`src/rtl/fse_pkg.sv`:
```
package fse_pkg;
    localparam int unsigned FSE_LANES = 2;

    typedef enum logic [1:0] {
        ST_RUN  = 2'd0,
        ST_DONE = 2'd1,
        ST_HOLD = 2'd2
    } fse_state_e;
endpackage

```
`src/rtl/fse_unpack.sv`:
```
module fse_unpack #(
    parameter int unsigned WORD_W = 64,
    parameter int unsigned LANES  = 2
) (
    input  logic [LANES*WORD_W-1:0]       beat,
    input  logic                          big,
    output logic [LANES-1:0][WORD_W-1:0]  words
);
    localparam int unsigned NB = WORD_W / 8;

    for (genvar l = 0; l < LANES; l++) begin : g_lane
        for (genvar k = 0; k < NB; k++) begin : g_byte
            assign words[l][8*k +: 8] = big ? beat[8*(l*NB + NB - 1 - k) +: 8]
                                            : beat[8*(l*NB + k) +: 8];
        end
    end
endmodule

```
`src/rtl/fse_lane.sv`:
```
module fse_lane #(
    parameter int unsigned WORD_W = 64
) (
    input  logic              clk,
    input  logic              rst_n,
    input  logic              clear,
    input  logic              add,
    input  logic [WORD_W-1:0] word,
    output logic [WORD_W-1:0] first,
    output logic [WORD_W-1:0] second
);
    logic [WORD_W-1:0] base1, base2, nxt1, nxt2;

    always_comb begin
        base1 = clear ? '0 : first;
        base2 = clear ? '0 : second;
        nxt1  = base1 + word;
        nxt2  = base2 + nxt1;
    end

    always_ff @(posedge clk or negedge rst_n) begin
        if (!rst_n) begin
            first  <= '0;
            second <= '0;
        end else if (add) begin
            first  <= nxt1;
            second <= nxt2;
        end else if (clear) begin
            first  <= '0;
            second <= '0;
        end
    end
endmodule

```
`src/rtl/fse_ctrl.sv`:
```
module fse_ctrl
    import fse_pkg::*;
(
    input  logic clk,
    input  logic rst_n,
    input  logic start,
    input  logic in_valid,
    input  logic in_last,
    input  logic in_full,
    output logic in_ready,
    output logic done,
    output logic lane_clear,
    output logic lane_add
);
    fse_state_e state, state_nxt;
    logic take, active;

    assign take   = in_valid && in_ready;
    assign active = start || (state == ST_RUN);

    always_ff @(posedge clk or negedge rst_n) begin
        if (!rst_n) state <= ST_RUN;
        else        state <= state_nxt;
    end

    always_comb begin
        state_nxt = state;
        unique case (state)
            ST_RUN:  if (take && in_last) state_nxt = ST_DONE;
            ST_DONE: state_nxt = start ? ST_RUN : ST_HOLD;
            ST_HOLD: if (start) state_nxt = (take && in_last) ? ST_DONE : ST_RUN;
            default: state_nxt = ST_RUN;
        endcase
    end

    always_comb begin
        in_ready   = (state != ST_DONE);
        done       = (state == ST_DONE);
        lane_clear = start;
        lane_add   = in_valid && (state != ST_DONE) && active && (!in_last || in_full);
    end
endmodule

```
`src/rtl/fletcher_stream.sv`:
```
module fletcher_stream
    import fse_pkg::*;
#(
    parameter int unsigned WORD_W = 64
) (
    input  logic                        clk,
    input  logic                        rst_n,
    input  logic                        start,
    input  logic                        order_big,
    input  logic                        in_valid,
    output logic                        in_ready,
    input  logic [2*WORD_W-1:0]         in_data,
    input  logic                        in_last,
    input  logic [$clog2(WORD_W/4+1)-1:0] in_bytes,
    output logic                        done,
    output logic [WORD_W-1:0]           sum_a,
    output logic [WORD_W-1:0]           sum_b,
    output logic [WORD_W-1:0]           sum_c,
    output logic [WORD_W-1:0]           sum_d
);
    localparam int unsigned BEAT_BYTES = FSE_LANES * WORD_W / 8;
    localparam int unsigned CNT_W      = $clog2(WORD_W/4+1);

    logic order_q, order_eff, in_full, lane_clear, lane_add;
    logic [FSE_LANES-1:0][WORD_W-1:0] words, first_s, second_s;

    assign order_eff = start ? order_big : order_q;
    assign in_full   = (in_bytes >= CNT_W'(BEAT_BYTES));

    always_ff @(posedge clk or negedge rst_n) begin
        if (!rst_n)     order_q <= 1'b0;
        else if (start) order_q <= order_big;
    end

    fse_unpack #(.WORD_W(WORD_W), .LANES(FSE_LANES)) u_unpack (
        .beat  (in_data),
        .big   (order_eff),
        .words (words)
    );

    fse_ctrl u_ctrl (
        .clk        (clk),
        .rst_n      (rst_n),
        .start      (start),
        .in_valid   (in_valid),
        .in_last    (in_last),
        .in_full    (in_full),
        .in_ready   (in_ready),
        .done       (done),
        .lane_clear (lane_clear),
        .lane_add   (lane_add)
    );

    for (genvar l = 0; l < FSE_LANES; l++) begin : g_chain
        fse_lane #(.WORD_W(WORD_W)) u_lane (
            .clk    (clk),
            .rst_n  (rst_n),
            .clear  (lane_clear),
            .add    (lane_add),
            .word   (words[l]),
            .first  (first_s[l]),
            .second (second_s[l])
        );
    end

    assign sum_a = first_s[0];
    assign sum_b = first_s[1];
    assign sum_c = second_s[0];
    assign sum_d = second_s[1];
endmodule

```
`config.mk`:
```
export PLATFORM = sky130hd
export DESIGN_NAME = fletcher_stream
export DESIGN_NICKNAME = d
export VERILOG_FILES = /design/src/rtl/fse_pkg.sv /design/src/rtl/fse_unpack.sv /design/src/rtl/fse_lane.sv /design/src/rtl/fse_ctrl.sv /design/src/rtl/fletcher_stream.sv
export SDC_FILE = /design/constraint.sdc
export NUM_CORES = 1
export LEC_CHECK = 0
export BUFFER_PORTS_ARGS = -buffer_cell sky130_fd_sc_hd__clkbuf_2
export CORE_UTILIZATION = 55
export DETAILED_ROUTE_END_ITERATION = 16
export HOLD_SLACK_MARGIN = 0.15
export PLACE_DENSITY = 0.77
export SYNTH_ARGS = -nofsm -noshare
export SYNTH_HDL_FRONTEND = slang
export SYNTH_SLANG_ARGS = --single-unit
```
`constraint.sdc`:
```
create_clock -name clk -period 8.2 [get_ports clk]
set_clock_uncertainty 0.1 [all_clocks]
set_input_delay 0.41 -clock clk [delete_from_list [all_inputs] [get_ports clk]]
set_output_delay 0.41 -clock clk [all_outputs]
set_load 0.02 [all_outputs]
```
# [Word level (Yosys, flattened, before mapping)]
# Index checks and enable logic that the tools add are counted.
[totals] register_bits=259 wordCells=55 inputBits=139 out_inout_bits=258
[op_classes] eq_ne=5 muxes=30 add_sub_neg=4 n_reduce_logical=9 magnitude_cmp=1
[op_table] op="$mux 64" n=8
[op_table] op="$add 64x64->64" n=4
[op_table] op="$mux 8" n=16
[op_table] op="$mux 2" n=3
[op_table] op="$pmux 2 s3" n=1
[op_table] op="$ge 5x5->1 const B" n=1
[op_table] op="$logic_and 1x1->1" n=4
[op_table] op="$ne 2x2->1 const B" n=2
[op_table] op="$eq 2x1->1 const B" n=1
[op_table] op="$eq 2x2->1 const B" n=1
[op_table] op="$logic_not 2->1" n=1
[op_table] op="$logic_or 1x1->1" n=2
[op_table] op="$mux 1" n=2
[op_table] op="$ne 2x1->1 const B" n=1
[op_table] op="$reduce_and 2->1" n=1
[op_table] op="$logic_not 1->1" n=1

# [Logic depth before layout (Yosys ltp)]
[logic_depth] word_depth=6 mapped_depth=29 mapped_depth_nobuf=26

# [Cells and area by module]
# A second synthesis with hierarchy kept.
[unflattened] cells_unflattened=3139 hier_area_um2=27466.3
[by_module_without_submodules] module="fse_lane (g_chain[1].u_lane)" cells_each=1513 area_each_um2=12862.3 n_inst=1 seq_area_each_um2=3203.1
[by_module_without_submodules] module="fse_lane (g_chain[0].u_lane)" cells_each=1469 area_each_um2=12816.0 n_inst=1 seq_area_each_um2=3203.1
[by_module_without_submodules] module="fse_unpack" cells_each=142 area_each_um2=1619.1 n_inst=1 seq_area_each_um2=0.0
[by_module_without_submodules] module="fse_ctrl" cells_each=12 area_each_um2=125.1 n_inst=1 seq_area_each_um2=50.0
[by_module_without_submodules] module="fletcher_stream" cells_each=3 area_each_um2=43.8 n_inst=1 seq_area_each_um2=25.0

# [Worst setup path after synthesis]
# OpenSTA, ideal clock, no wires.
[synth_timing] path_kind="input to register" start="in start" end="reg g_chain[0].u_lane.second[60]" t_arrival_ns=6.562 setup_time_ns=0.083 required_ns=8.017 setup_slack_ns=1.456 path_stages=28 n_path_buf=6 cell_sequence="mux2i_1 clkbuf_1 clkbuf_1 clkbuf_1 mux2_2 ha_1 clkbuf_1 a21o_1 a21o_1 a21oi_1 o221ai_1 a221oi_2 o41ai_2 a221oi_2 xnor2_1 ha_1 buf_2 and3_1 clkbuf_1 nand4_1 or4_1 a21o_1 a31oi_1 o21ai_1 o21ai_1 a221oi_1 xor2_1 o21ai_0"
[synth_between] elab_chain_len=5 word_cells_on_any_way=17 cone_classes="add/sub: 2; mux: 12; reduce/logical: 3"
[synth_rtl] element="start: declaration" line="fletcher_stream.sv:8" source="input logic start,"
[synth_rtl] element="$mux 1"
[synth_rtl] element="$mux 8" line="fse_unpack.sv:13" source="assign words[l][8*k +: 8] = big ? beat[8*(l*NB + NB - 1 - k) +: 8]"
[synth_rtl] element="$add 64x64->64" line="fse_lane.sv:17" source="nxt1 = base1 + word;"
[synth_rtl] element="$add 64x64->64" line="fse_lane.sv:18" source="nxt2 = base2 + nxt1;"
[synth_rtl] element="$mux 64 *" line="fse_lane.sv:25" source="end else if (add) begin"
[synth_rtl] element="end signal: assignment" line="fse_lane.sv:27" source="second <= nxt2;"
[synth_rtl] element="end: declaration" line="fse_lane.sv:10" source="output logic [WORD_W-1:0] second"
# Mark *: on every way between the ends. The rest lies on a longest branch, timed or not.
# A chain may end at the register's enable or synchronous reset.

# [Worst setup path in the final report]
[layout_timing] start="reg order_q" end="reg g_chain[1].u_lane.second[62]"
[layout_between] elab_chain_len=5 word_cells_on_any_way=12 cone_classes="add/sub: 2; mux: 10"
[layout_rtl] element="start: declaration" line="fletcher_stream.sv:24" source="logic order_q, order_eff, in_full, lane_clear, lane_add;"
[layout_rtl] element="start signal: assignment" line="fletcher_stream.sv:32" source="else if (start) order_q <= order_big;"
[layout_rtl] element="$mux 1 *"
[layout_rtl] element="$mux 8" line="fse_unpack.sv:13"
[layout_rtl] element="$add 64x64->64 *" line="fse_lane.sv:17"
[layout_rtl] element="$add 64x64->64 *" line="fse_lane.sv:18"
[layout_rtl] element="$mux 64 *" line="fse_lane.sv:25"
[layout_rtl] element="end signal: assignment" line="fse_lane.sv:27"
[layout_rtl] element="end: declaration" line="fse_lane.sv:10"
# Marks and branches as above.

==> metrics <==
vias per cell=between 6 and 7; unrepaired setup endpoints after global routing=no; die height=224 microns; cell area after layout=0.0306 sq mm; Worst Hold Class=primary input to register; final hold violation count=0; post_cts resized=0; clock sink total=259; f_max=approximately 130 MHz; Layout Nets=3917; H-tree depth=1; RePlAce Congestion=between 1 and 1.5; DRC viols=0; Clock Latency Late Sink=0.62 ns; post-route clock period utilization=between 90% and 100%; most common cell type on the critical path=o21ai_1; #FFs+latches synth=259; Post-CTS Setup Bufs=0; Post-CTS Hold Buffers=3; kind of end point of the critical path=register; worst-path maximum fanout=26; GRT overflow=0; Final Max Tran Viols=0; initial DRC count=2358; Sequential Power Share=20.5%; layout cells sized above 1=between 20 and 25%; CTS tree=built; first-pass GRT wire length=142000 microns; Starting Density=approximately 56%; die footprint=0.0500 sq mm; largest net degree at the start of global routing=173; Worst-Margin Slew=approximately 1 ns; Longest Clk Path Bufs=3; core area=0.0481 sq mm; Root Buffer=clkbuf_16; Netlist cell types=80; final setup vio count=0; I/O Pins=397; Pwr per Cell Area=327 mW/mm^2; mean post-synth cell area=between 8 and 9 sq um; hold slack=~0.2 ns; IO Port Bufs=392; TritonCTS buffer count=31; Crit path required time=roughly 8.6 ns; DR pass1 iterations=5; synthesized cell area=around 0.027 sq mm; Post-Syn Nets=3644; FILL cells=4338; outcome=finished clean; static leakage=14.9 nW; combinational fraction of design power=between 60% and 70%; warning count from the yosys run=0; Layout area overhead=13.1%; Seq/Total Area, Yosys=24.0%; Detail Route Antenna Nets=0; vias in the first global route=24628; routed via count=25899; DIE WIDTH=224 microns; Clk pwr share=15.7%; Pint=between 5 and 6 mW; post-DP HPWL=roughly 74000 microns; FFs w/ async S/R, synth=100%; Final Util=63.5%; Routed WL per cell=22.1 microns; CP Launch Type=register; setup TNS=0 ns; initial antenna violation count=5; kind of critical path=register to register; critical path's slowest cell=a2111oi_1; Rel. slew slack=between 30% and 40%; total power=9.99 mW; top_reg_cell synth=dfrtp_1; switching share of power=49.1%; post-layout min period=7.54 ns; Post-synth EDFFs=0; peak supply drop=approximately 0.26 mV; area post-placement=0.0294 sq mm; Clock transition at path regs=0.06 ns; critical path arrival=7.89 ns; Max Cap Violations=0; drt total wl=a little over 90000 microns; GRT Overall Usage=36.3%; crit-path max cell delay=0.88 ns; Synth Instances=between 3000 and 4000; P_sw=4.90 mW; num rows=80
==> registers in the layout, indices dropped and copies added (netlist names) <==
register / flops
g_chain.u_lane.first: 128
g_chain.u_lane.second: 128
u_ctrl.state: 2
order_q: 1
==> per-stage QoR <==
stage	setup slack, ns	instances
after floorplan	1.46	3249
after global placement	0.725	4142
after detailed placement	0.669	4142
after CTS	0.845	4202
after global routing	0.198	4205
final	0.657	4205
==> path summary, 6_finish.rpt <==
kind / startpoint / endpoint / slack (ns) / cells after the start
worst max-delay path: order_q / g_chain[1].u_lane.second[62] / 0.66 / 25
worst min-delay path: order_big / order_q / 0.20 / 4
worst max register to register: order_q / g_chain[1].u_lane.second[62] / 0.66 / 25
worst min register to register: u_ctrl.state[0] / u_ctrl.state[0] / 0.37 / 1
max in group asynchronous: rst_n / g_chain[0].u_lane.first[61] / 5.79 / 4
min in group asynchronous: rst_n / g_chain[1].u_lane.first[45] / 0.37 / 2
==> power groups by stage <==
stage / clock, mW / sequential [mW] / combinational, mW
floorplan: 0 / 2.48 / 3.99
global placement: 0 / 2.05 / 6.18
detailed placement: 0 / 2.05 / 6.21
CTS: 1.58 / 2.03 / 6.27
global route: 1.63 / 2.07 / 6.92
finish: 1.57 / 2.04 / 6.38
==> cell type report <==
cell class	instances	area (sq um)	area share, %
tap	656	821	2.68
multi-input combinational	2762	19700	64.5
inverter	51	191	0.626
sequential	259	6480	21.2
antenna	3	7.51	0.0246
clock inverter	18	277	0.905
timing repair buffer	417	2230	7.28
clock buffer	39	856	2.80
==> worst max-delay path: cells and delay by family (launching register included) <==
family / cells / cell delay (ns)
XOR/XNOR: 2 / 0.32
AO/OA/AOI/OAI: 12 / 3.54
multiplexers: 2 / 0.61
flip-flops: 1 / 0.39
adder cells (fa/ha/maj): 3 / 1.23
buffers and inverters: 2 / 0.42
AND/OR/NAND/NOR: 4 / 0.75
==> synth_stat cells, drive strengths merged (73+ instances only) <==
library cell	n	area [sq um]
o21ai	234	1170
a21oi	301	1510
dfrtp	259	6480
nand4	73	463
mux2	266	3000
clkbuf	164	618
nand2	331	1240
a21o	147	1100
nor2b	281	1760
xnor2	149	1310
xor2	92	813
nor2	151	569
ha	252	3150
==> placed cells by master, fill, tap and decap left out, types with 7 or more instances in the layout <==
cell type / netlist / routed
a21o_1: 147 / 147
dfrtp_1: 259 / 259
a2111oi_0: 9 / 9
and3_1: 25 / 24
bufinv_16: 0 / 7
nor2_1: 150 / 150
buf_4: 0 / 18
clkbuf_16: 0 / 31
nor4_1: 7 / 7
clkinv_2: 0 / 7
and4_1: 9 / 9
a31oi_1: 35 / 35
inv_1: 51 / 51
nor3_1: 33 / 33
o21ai_1: 28 / 28
nand2_1: 331 / 331
xor2_1: 91 / 91
xnor2_1: 149 / 149
nand2b_1: 24 / 24
o31ai_1: 20 / 20
clkbuf_2: 2 / 390
or3_1: 10 / 10
o31a_1: 8 / 8
ha_1: 252 / 252
o21bai_1: 51 / 51
and2_1: 12 / 12
a21oi_1: 300 / 300
o211ai_1: 22 / 22
a211oi_1: 25 / 25
nor2b_1: 281 / 281
nand3_1: 45 / 44
o21ai_0: 206 / 206
mux2_2: 265 / 265
o21a_1: 25 / 25
a21boi_0: 13 / 13
nand4_1: 72 / 72
==> routing by layer <==
layer	GRT usage, %	vias up	wire (microns)
li1	-	12376	-
met1	50.7	12287	41500
met2	55.2	1071	39600
met3	7.69	161	8050
met4	13.1	4	3600
met5	0	-	25
==> logic make-up after synthesis <==
kind of cell	synth area share, %
AO/OA/AOI/OAI	22.7
adder cells (fa/ha/maj)	12.0
multiplexers	11.2
XOR/XNOR	7.84
AND/OR/NAND/NOR	19.1
buffers and inverters	3.22
flip-flops	24.0
Note: power is estimated with default switching activity, not from simulation.
